$ cat config.mk
export PLATFORM = sky130hd
export DESIGN_NAME = sync_fifo_thresh
export DESIGN_NICKNAME = d
export VERILOG_FILES = /design/src/rtl/fifo_thresh_pkg.sv /design/src/rtl/fifo_ptr_ctrl.sv /design/src/rtl/fifo_store.sv /design/src/rtl/hyst_flag.sv /design/src/rtl/sync_fifo_thresh.sv
export SDC_FILE = /design/constraint.sdc
export NUM_CORES = 1
export LEC_CHECK = 0
export BUFFER_PORTS_ARGS = -buffer_cell sky130_fd_sc_hd__buf_2
export CORE_MARGIN = 2
export CORE_UTILIZATION = 50
export DETAILED_ROUTE_END_ITERATION = 8
export PLACE_DENSITY = 0.64
export RECOVER_POWER = 50
export REMOVE_ABC_BUFFERS = 1
export SETUP_SLACK_MARGIN = 0.5
export SYNTH_ARGS = -nofsm -noshare
export SYNTH_HDL_FRONTEND = slang
export SYNTH_SLANG_ARGS = --single-unit
$ cat constraint.sdc
create_clock -name clk -period 4.05 [get_ports clk]
set_input_delay 0.81 -clock clk [delete_from_list [all_inputs] [get_ports clk]]
set_output_delay 0.81 -clock clk [all_outputs]
set_load 0.03 [all_outputs]
$ cat src/rtl/fifo_thresh_pkg.sv
package fifo_thresh_pkg;

  // Polarity of a hysteresis flag: which side of the band sets it.
  typedef enum logic {
    SET_ON_LOW  = 1'b0,
    SET_ON_HIGH = 1'b1
  } hyst_pol_e;

  // Next value of a hysteresis flag for a given occupancy.
  function automatic logic hyst_next(
    input hyst_pol_e   pol,
    input int unsigned level,
    input int unsigned set_lvl,
    input int unsigned clr_lvl,
    input logic        cur
  );
    logic r;
    r = cur;
    if (pol == SET_ON_LOW) begin
      if (level <= set_lvl)      r = 1'b1;
      else if (level >= clr_lvl) r = 1'b0;
    end else begin
      if (level >= set_lvl)      r = 1'b1;
      else if (level <= clr_lvl) r = 1'b0;
    end
    return r;
  endfunction

endpackage

$ cat src/rtl/fifo_ptr_ctrl.sv
module fifo_ptr_ctrl #(
  parameter int ADDR_W  = 4,
  localparam int CNT_W  = ADDR_W + 1,
  localparam int DEPTH  = 1 << ADDR_W
) (
  input  logic              clk,
  input  logic              rst,
  input  logic              wr_req,
  input  logic              rd_req,
  output logic              wr_go,
  output logic              rd_go,
  output logic [ADDR_W-1:0] wr_addr,
  output logic [ADDR_W-1:0] rd_addr,
  output logic [CNT_W-1:0]  level,
  output logic              is_full,
  output logic              is_empty,
  output logic              near_full,
  output logic              near_empty
);

  // Pointers carry one wrap bit above the address bits.
  logic [ADDR_W:0] wp_q, rp_q;
  logic [ADDR_W:0] wp_d, rp_d;
  logic [CNT_W-1:0] lvl_d;

  // Refusal of overflow and underflow is decided from registered flags.
  assign wr_go = wr_req && !is_full;
  assign rd_go = rd_req && !is_empty;

  always_comb begin
    wp_d  = wp_q + {{ADDR_W{1'b0}}, wr_go};
    rp_d  = rp_q + {{ADDR_W{1'b0}}, rd_go};
    lvl_d = wp_d - rp_d;
  end

  assign wr_addr = wp_q[ADDR_W-1:0];
  assign rd_addr = rp_q[ADDR_W-1:0];

  // All status is registered, computed from the next-state pointers.
  always_ff @(posedge clk) begin
    if (rst) begin
      wp_q       <= '0;
      rp_q       <= '0;
      level      <= '0;
      is_full    <= 1'b0;
      is_empty   <= 1'b1;
      near_full  <= 1'b0;
      near_empty <= 1'b1;
    end else begin
      wp_q       <= wp_d;
      rp_q       <= rp_d;
      level      <= lvl_d;
      is_full    <= (lvl_d == CNT_W'(DEPTH));
      is_empty   <= (lvl_d == '0);
      near_full  <= (lvl_d >= CNT_W'(DEPTH - 1));
      near_empty <= (lvl_d <= CNT_W'(1));
    end
  end

endmodule

$ cat src/rtl/fifo_store.sv
module fifo_store #(
  parameter int DATA_W = 8,
  parameter int ADDR_W = 4,
  localparam int DEPTH = 1 << ADDR_W
) (
  input  logic              clk,
  input  logic              rst,
  input  logic              we,
  input  logic [ADDR_W-1:0] waddr,
  input  logic [DATA_W-1:0] wdata,
  input  logic              re,
  input  logic [ADDR_W-1:0] raddr,
  output logic [DATA_W-1:0] rdata
);

  logic [DATA_W-1:0] ram [DEPTH];

  // Plain write port with no reset, so block RAM can be inferred.
  always_ff @(posedge clk) begin
    if (we) ram[waddr] <= wdata;
  end

  // Registered read port; holds its value between reads.
  always_ff @(posedge clk) begin
    if (rst)     rdata <= '0;
    else if (re) rdata <= ram[raddr];
  end

endmodule

$ cat src/rtl/hyst_flag.sv
module hyst_flag
  import fifo_thresh_pkg::*;
#(
  parameter int        CNT_W     = 5,
  parameter int        SET_LVL   = 4,
  parameter int        CLR_LVL   = 6,
  parameter hyst_pol_e POL       = SET_ON_LOW,
  parameter int        STAGES    = 2,
  parameter logic      RESET_VAL = 1'b1
) (
  input  logic             clk,
  input  logic             rst,
  input  logic [CNT_W-1:0] level,
  output logic             flag
);

  logic [STAGES-1:0] pipe;

  // Stage 0 applies the hysteresis band to the occupancy.
  always_ff @(posedge clk) begin
    if (rst) pipe[0] <= RESET_VAL;
    else     pipe[0] <= hyst_next(POL, int'(level), SET_LVL, CLR_LVL, pipe[0]);
  end

  // Later stages only delay the decision.
  for (genvar s = 1; s < STAGES; s++) begin : g_dly
    always_ff @(posedge clk) begin
      if (rst) pipe[s] <= RESET_VAL;
      else     pipe[s] <= pipe[s-1];
    end
  end

  assign flag = pipe[STAGES-1];

endmodule

$ cat src/rtl/sync_fifo_thresh.sv
module sync_fifo_thresh
  import fifo_thresh_pkg::*;
#(
  parameter int DATA_W    = 8,
  parameter int ADDR_W    = 4,
  parameter int PE_SET    = 4,
  parameter int PE_CLR    = 6,
  parameter int PF_SET    = 12,
  parameter int PF_CLR    = 10,
  parameter int FLAG_LAG  = 2,
  localparam int CNT_W    = ADDR_W + 1
) (
  input  logic              clk,
  input  logic              rst,
  input  logic              wr_en,
  input  logic [DATA_W-1:0] din,
  input  logic              rd_en,
  output logic [DATA_W-1:0] dout,
  output logic              full,
  output logic              almost_full,
  output logic              empty,
  output logic              almost_empty,
  output logic [CNT_W-1:0]  data_count,
  output logic              prog_full,
  output logic              prog_empty
);

  logic              wr_go, rd_go;
  logic [ADDR_W-1:0] wr_addr, rd_addr;

  fifo_ptr_ctrl #(.ADDR_W(ADDR_W)) u_ctrl (
    .clk        (clk),
    .rst        (rst),
    .wr_req     (wr_en),
    .rd_req     (rd_en),
    .wr_go      (wr_go),
    .rd_go      (rd_go),
    .wr_addr    (wr_addr),
    .rd_addr    (rd_addr),
    .level      (data_count),
    .is_full    (full),
    .is_empty   (empty),
    .near_full  (almost_full),
    .near_empty (almost_empty)
  );

  fifo_store #(.DATA_W(DATA_W), .ADDR_W(ADDR_W)) u_store (
    .clk   (clk),
    .rst   (rst),
    .we    (wr_go),
    .waddr (wr_addr),
    .wdata (din),
    .re    (rd_go),
    .raddr (rd_addr),
    .rdata (dout)
  );

  hyst_flag #(
    .CNT_W(CNT_W), .SET_LVL(PE_SET), .CLR_LVL(PE_CLR),
    .POL(SET_ON_LOW), .STAGES(FLAG_LAG), .RESET_VAL(1'b1)
  ) u_pe (
    .clk   (clk),
    .rst   (rst),
    .level (data_count),
    .flag  (prog_empty)
  );

  hyst_flag #(
    .CNT_W(CNT_W), .SET_LVL(PF_SET), .CLR_LVL(PF_CLR),
    .POL(SET_ON_HIGH), .STAGES(FLAG_LAG), .RESET_VAL(1'b0)
  ) u_pf (
    .clk   (clk),
    .rst   (rst),
    .level (data_count),
    .flag  (prog_full)
  );

endmodule

* Yosys cells after proc, flatten, opt, wreduce, memory -nomap -nowiden
Memory sizes are Yosys's and may differ from the RTL's. A register that Yosys moved wholly into a read port is not among the register bits. Cells that the tools add are included.
Storage, ports and cells: bits in registers 23, memory bits (writable) 128, memories 1, input bits 12, word-level logic and storage cells 33, output and inout bits 19
Memories:
- u_store.ram | depth 16, width 8, rd ports 1, clocked after Yosys merged registers in 1, wr ports 1, line fifo_store.sv:16 | logic [DATA_W-1:0] ram [DEPTH];
Cells by class: reduce and logical (&&, ||, !) cells 7, mux-type cells 4, order comparisons 6, eq/ne operators 1, $add $sub $neg 3
Operators by type and width (count):
- 5-bit by 1-bit adder with 5-bit output | 2
- 5-bit by 4-bit greater-or-equal comparator with 1-bit output (second input constant) | 2
- 5-bit equality test (second input constant) | 1
- 5-bit by 3-bit greater-or-equal comparator with 1-bit output (second input constant) | 1
- 5-bit by 1-bit less-or-equal comparator with 1-bit output (second input constant) | 1
- 5-bit by 3-bit less-or-equal comparator with 1-bit output (second input constant) | 1
- 5-bit by 4-bit less-or-equal comparator with 1-bit output (second input constant) | 1
- 5-bit logical NOT | 1
- 5-bit subtractor | 1
- 1-bit two-way mux | 4
- 1-bit logical AND | 2
- 1-bit logical NOT | 2
- 2-bit nonzero test | 1
- 2-bit OR reduction | 1

* Logic depth before layout (Yosys ltp)
depth after elaboration 5, gate-level depth with buffers 12, mapped depth without buffers 10

* By module
A second synthesis with hierarchy kept.
Second synthesis, totals: cells, all modules 420, area, all modules 6412.4 um2
Modules (own cells, without submodules):
- fifo_store | times used 1, area an instance 5343.9 um2, seq. area each 4003.8 um2, cells each 316
- fifo_ptr_ctrl | times used 1, area an instance 932.1 um2, seq. area each 380.4 um2, cells each 92
- hyst_flag at u_pe | times used 1, area an instance 73.8 um2, seq. area each 40.0 um2, cells each 6
- hyst_flag at u_pf | times used 1, area an instance 62.6 um2, seq. area each 40.0 um2, cells each 6

* Worst setup path after synthesis
Ideal clock, no wire load.
path kind in2reg, start input rd_en, end register u_ctrl.near_full, data required time 3920 ps, path slack 795 ps, stages 12, setup time 130 ps, buffers on the path 2, arrival time 3125 ps, cells stage by stage nand2b_1 > clkbuf_1 > clkbuf_1 > inv_1 > ha_1 > ha_1 > xnor2_1 > ha_1 > o311ai_1 > o211ai_2 > xnor2_1 > o22ai_1
Between the ends: cells in the longest elaborated chain, start to end 4
RTL lines:
- from (decl) | line sync_fifo_thresh.sv:17 | input logic rd_en,
- 1-bit logical AND | line fifo_ptr_ctrl.sv:28 | assign rd_go = rd_req && !is_empty;
- via rd_go | line sync_fifo_thresh.sv:28 | logic wr_go, rd_go;
- 5-bit by 1-bit adder with 5-bit output | line fifo_ptr_ctrl.sv:32 | rp_d = rp_q + {{ADDR_W{1'b0}}, rd_go};
- via u_ctrl.rp_d[1] | line fifo_ptr_ctrl.sv:23 | logic [ADDR_W:0] wp_d, rp_d;
- 5-bit subtractor | line fifo_ptr_ctrl.sv:33 | lvl_d = wp_d - rp_d;
- 5-bit by 4-bit greater-or-equal comparator with 1-bit output | line fifo_ptr_ctrl.sv:55 | near_full <= (lvl_d >= CNT_W'(DEPTH - 1));
- to (signal assigned) | line fifo_ptr_ctrl.sv:55
- to (decl) | line fifo_ptr_ctrl.sv:17 | output logic near_full,
The timed path passes the listed nets, and every way through them passes these cells. A chain may end at the register's enable or synchronous reset.

* Final worst setup path
Ends and elaborated chain as after synthesis.

==> out/results.ini <==
[power_and_ir_drop]
powerDensity_mw_per_mm2 = 574.8
p_clk_share_pct = 35.7
p_sw_mw = 1.070
p_leak_nw = 2.303
comb_power_share_pct = 17.3
seq_power_share_pct = 47.0
finalPower_mw = 4.047
ir_worst_vdd_mv = 0.3224
switching_share_pct = 26.45
intPower_mw = 2.977

[cts]
cts_tree = yes
clkSlewWorstSetupHoldPaths_ns = 0.06
post-cts-setup-buffers = 0
cts_root_buffer = clkbuf_16
htree_levels = 4
clock_sink_count = 159
clk_path_buf_depth = 2
numCtsBuffers = 17
hold_buffers = 0
cts-resized-gates = 0
clk_latency_ns = 0.42

[finish]
multiInputGateArea_mm2 = 0.001629
register_area_mm2 = 0.004466
instances_no_fill = 570
antenna_cells = 0
area_growth_pct = 13.56
finish.utilization_pct = 58.37
fin_nets = 409
fillers = 920
drive_gt1_share_pct = 21.39

[synth]
yosysMostFrequentCell = edfxtp_1
synth_top_area_share_pct = 62.00
syn_area_mm2 = 0.006200
synth_flop_cell = edfxtp_1
synth-edff-count = 128
synth.area.top_cells = edfxtp_1 (62%), mux4_2 (12%), dfxtp_1 (10%)
synthTopCellsByCount = edfxtp_1 (128), nor2_1 (34), mux4_2 (32)
syn_area_per_cell_um2 = 17.71
ys_types = 39
yosys_warnings = 0
synthArstFlopShare_pct = 0
yosys.area.top_type = edfxtp_1
ys_ff_latch = 159
ys_seq_area_share_pct = 72.01
synthCells = 350

[floorplanning]
die-area_mm2 = 0.01331
io_pins = 31
core_area_mm2 = 0.01206
die_y_um = 115.4
start_util_pct = 51.40
chipWidth_um = 115.4
std_cell_rows = 40

[timing]
slew_headroom_pct = 11.61
setup_violations = 0
rsz0062_at_grt = no
min_period_over_period_pct = 79.35
finClkSkew_ns = 0.005706
tns_ns = 0
slew_violations = 0
period_needed_ns = 3.214
worstMarginPinSlew_ns = 1.326
max_freq_mhz = 311.2
final_hold_viol_count = 0

[route]
drt-total-wl_um = 11610
viasPerCell = 5.432
drc = 0
dr.pass1.iters = 4
route.vias.total = 3096
antenna_left = 0
routedWlPerCell_um = 20.37
drtIter0Drc = 246

[critical_path]
slowest_delay_ns = 0.56
crit_path_frequent_cell = ha_1
slowest_stage = clkbuf_1
worst_setup_path_start_kind = input port
arrival_ns = 3.47
crit_type = in -> reg
path_max_fanout = 17
required_ns = 4.30
endpoint_kind = flop
cp_cell_sequence = buf_2, nand2b_1, clkbuf_1, inv_1, ha_1, ha_1, xnor2_1, ha_1, o311ai_1, o211ai_2, xnor2_1, o22ai_1

[grt]
overflow = 0
grt_pass1_wl_um = 17880
grt_pass1_vias = 3075
grt_max_degree = 34
antenna_found_initial = 0
grt_usage_pct = 19.20

[place]
placed_cells = 538
place_congestion = 0.8220
numPortBuffers = 30
place_hpwl_um = 7561

[status]
status = finished clean

[min_path]
worstHoldPathType = reg -> reg

[job]
maxCapViolations = 0

==> state kept, by name, summed over array words and instances, names as in the netlist <==
| register | cells |
|---|---|
| u_ctrl.near_full | 1 |
| u_store.rdata | 8 |
| u_ctrl.is_full | 1 |
| u_pe.pipe | 1 |
| u_pf.flag | 1 |
| u_ctrl.level | 5 |
| u_ctrl.rp_q | 5 |
| u_pf.pipe | 1 |
| u_ctrl.is_empty | 1 |
| u_store.ram | 128 |
| u_pe.flag | 1 |
| u_ctrl.wp_q | 5 |
| u_ctrl.near_empty | 1 |
==> cells by family after synthesis <==
logic type | Yosys count | share of synthesized area (%)
multiplexers | 32 | 11.62
buffers and inverters | 24 | 1.716
AND/OR/NAND/NOR | 69 | 5.489
adder cells (fa/ha/maj) | 10 | 1.938
XOR/XNOR | 14 | 2.644
flip-flops | 159 | 72.01
AO/OA/AOI/OAI | 42 | 4.582
==> power groups by stage <==
stage	combinational, mW	clock, mW	sequential, mW
2_1_floorplan	0.379	0	2.07
3_3_place_gp	0.705	0	1.93
3_5_place_dp	0.713	0	1.94
4_1_cts	0.717	1.46	1.90
5_1_grt	0.765	1.52	1.91
6_report	0.700	1.44	1.90
==> path summary, 6_finish.rpt <==
path                           end       startpoint  slack [ns]  cells after the start
setup / recovery  u_ctrl.near_full            rd_en        0.84                     12
hold / removal           u_pe.flag     u_pe.pipe[0]        0.43                      2
setup reg to reg  u_ctrl.near_full  u_ctrl.is_empty        0.96                     11
hold reg to reg          u_pe.flag     u_pe.pipe[0]        0.43                      2
==> layout make-up <==
cell class	count	share of cell area, %
well taps	168	2.986
repair buffers	37	2.488
inverters	7	0.3732
clock inverters	11	1.333
flip-flops and latches	159	63.43
clock buffers	21	6.256
multi-input cells	167	23.14
==> layer usage <==
metal  vias up  GRT usage [%]  share of wire, %
li1       1443              -                 -
met1      1576          26.89                46
met2        60          28.93                48
met3        17          5.219               4.2
met4         0          7.711               1.8
met5         -              0                 0
==> layout by cell type, fill, tap and decap left out, drive strengths merged, types with 7 or more instances in the layout <==
master  count
ha          8
nor2       34
inv         7
nor2b       8
xnor2       8
dfxtp      31
mux4       32
a21oi      16
a22oi      16
edfxtp    128
buf        19
clkbuf     39
==> critical path: cells and delay by family <==
kind,cells,cell delay [ns]
buffers and inverters,3,0.75
AND/OR/NAND/NOR,1,0.07
XOR/XNOR,2,0.46
adder cells (fa/ha/maj),3,0.77
AO/OA/AOI/OAI,3,0.61
==> metrics by stage <==
stage | instance area, um^2 | hold slack, ns | setup WS, ns
3_5_place_dp | 6534 | 0.4148 | 0.8471
2_1_floorplan | 6120 | 0.3920 | 0.6439
4_1_cts | 7068 | 0.4285 | 1.290
6_report | 7041 | 0.4268 | 0.8362
5_1_grt | 7041 | 0.4727 | 0.5996
3_3_place_gp | 6534 | 0.4199 | 0.8768
Power figures use the tool's default switching activity.
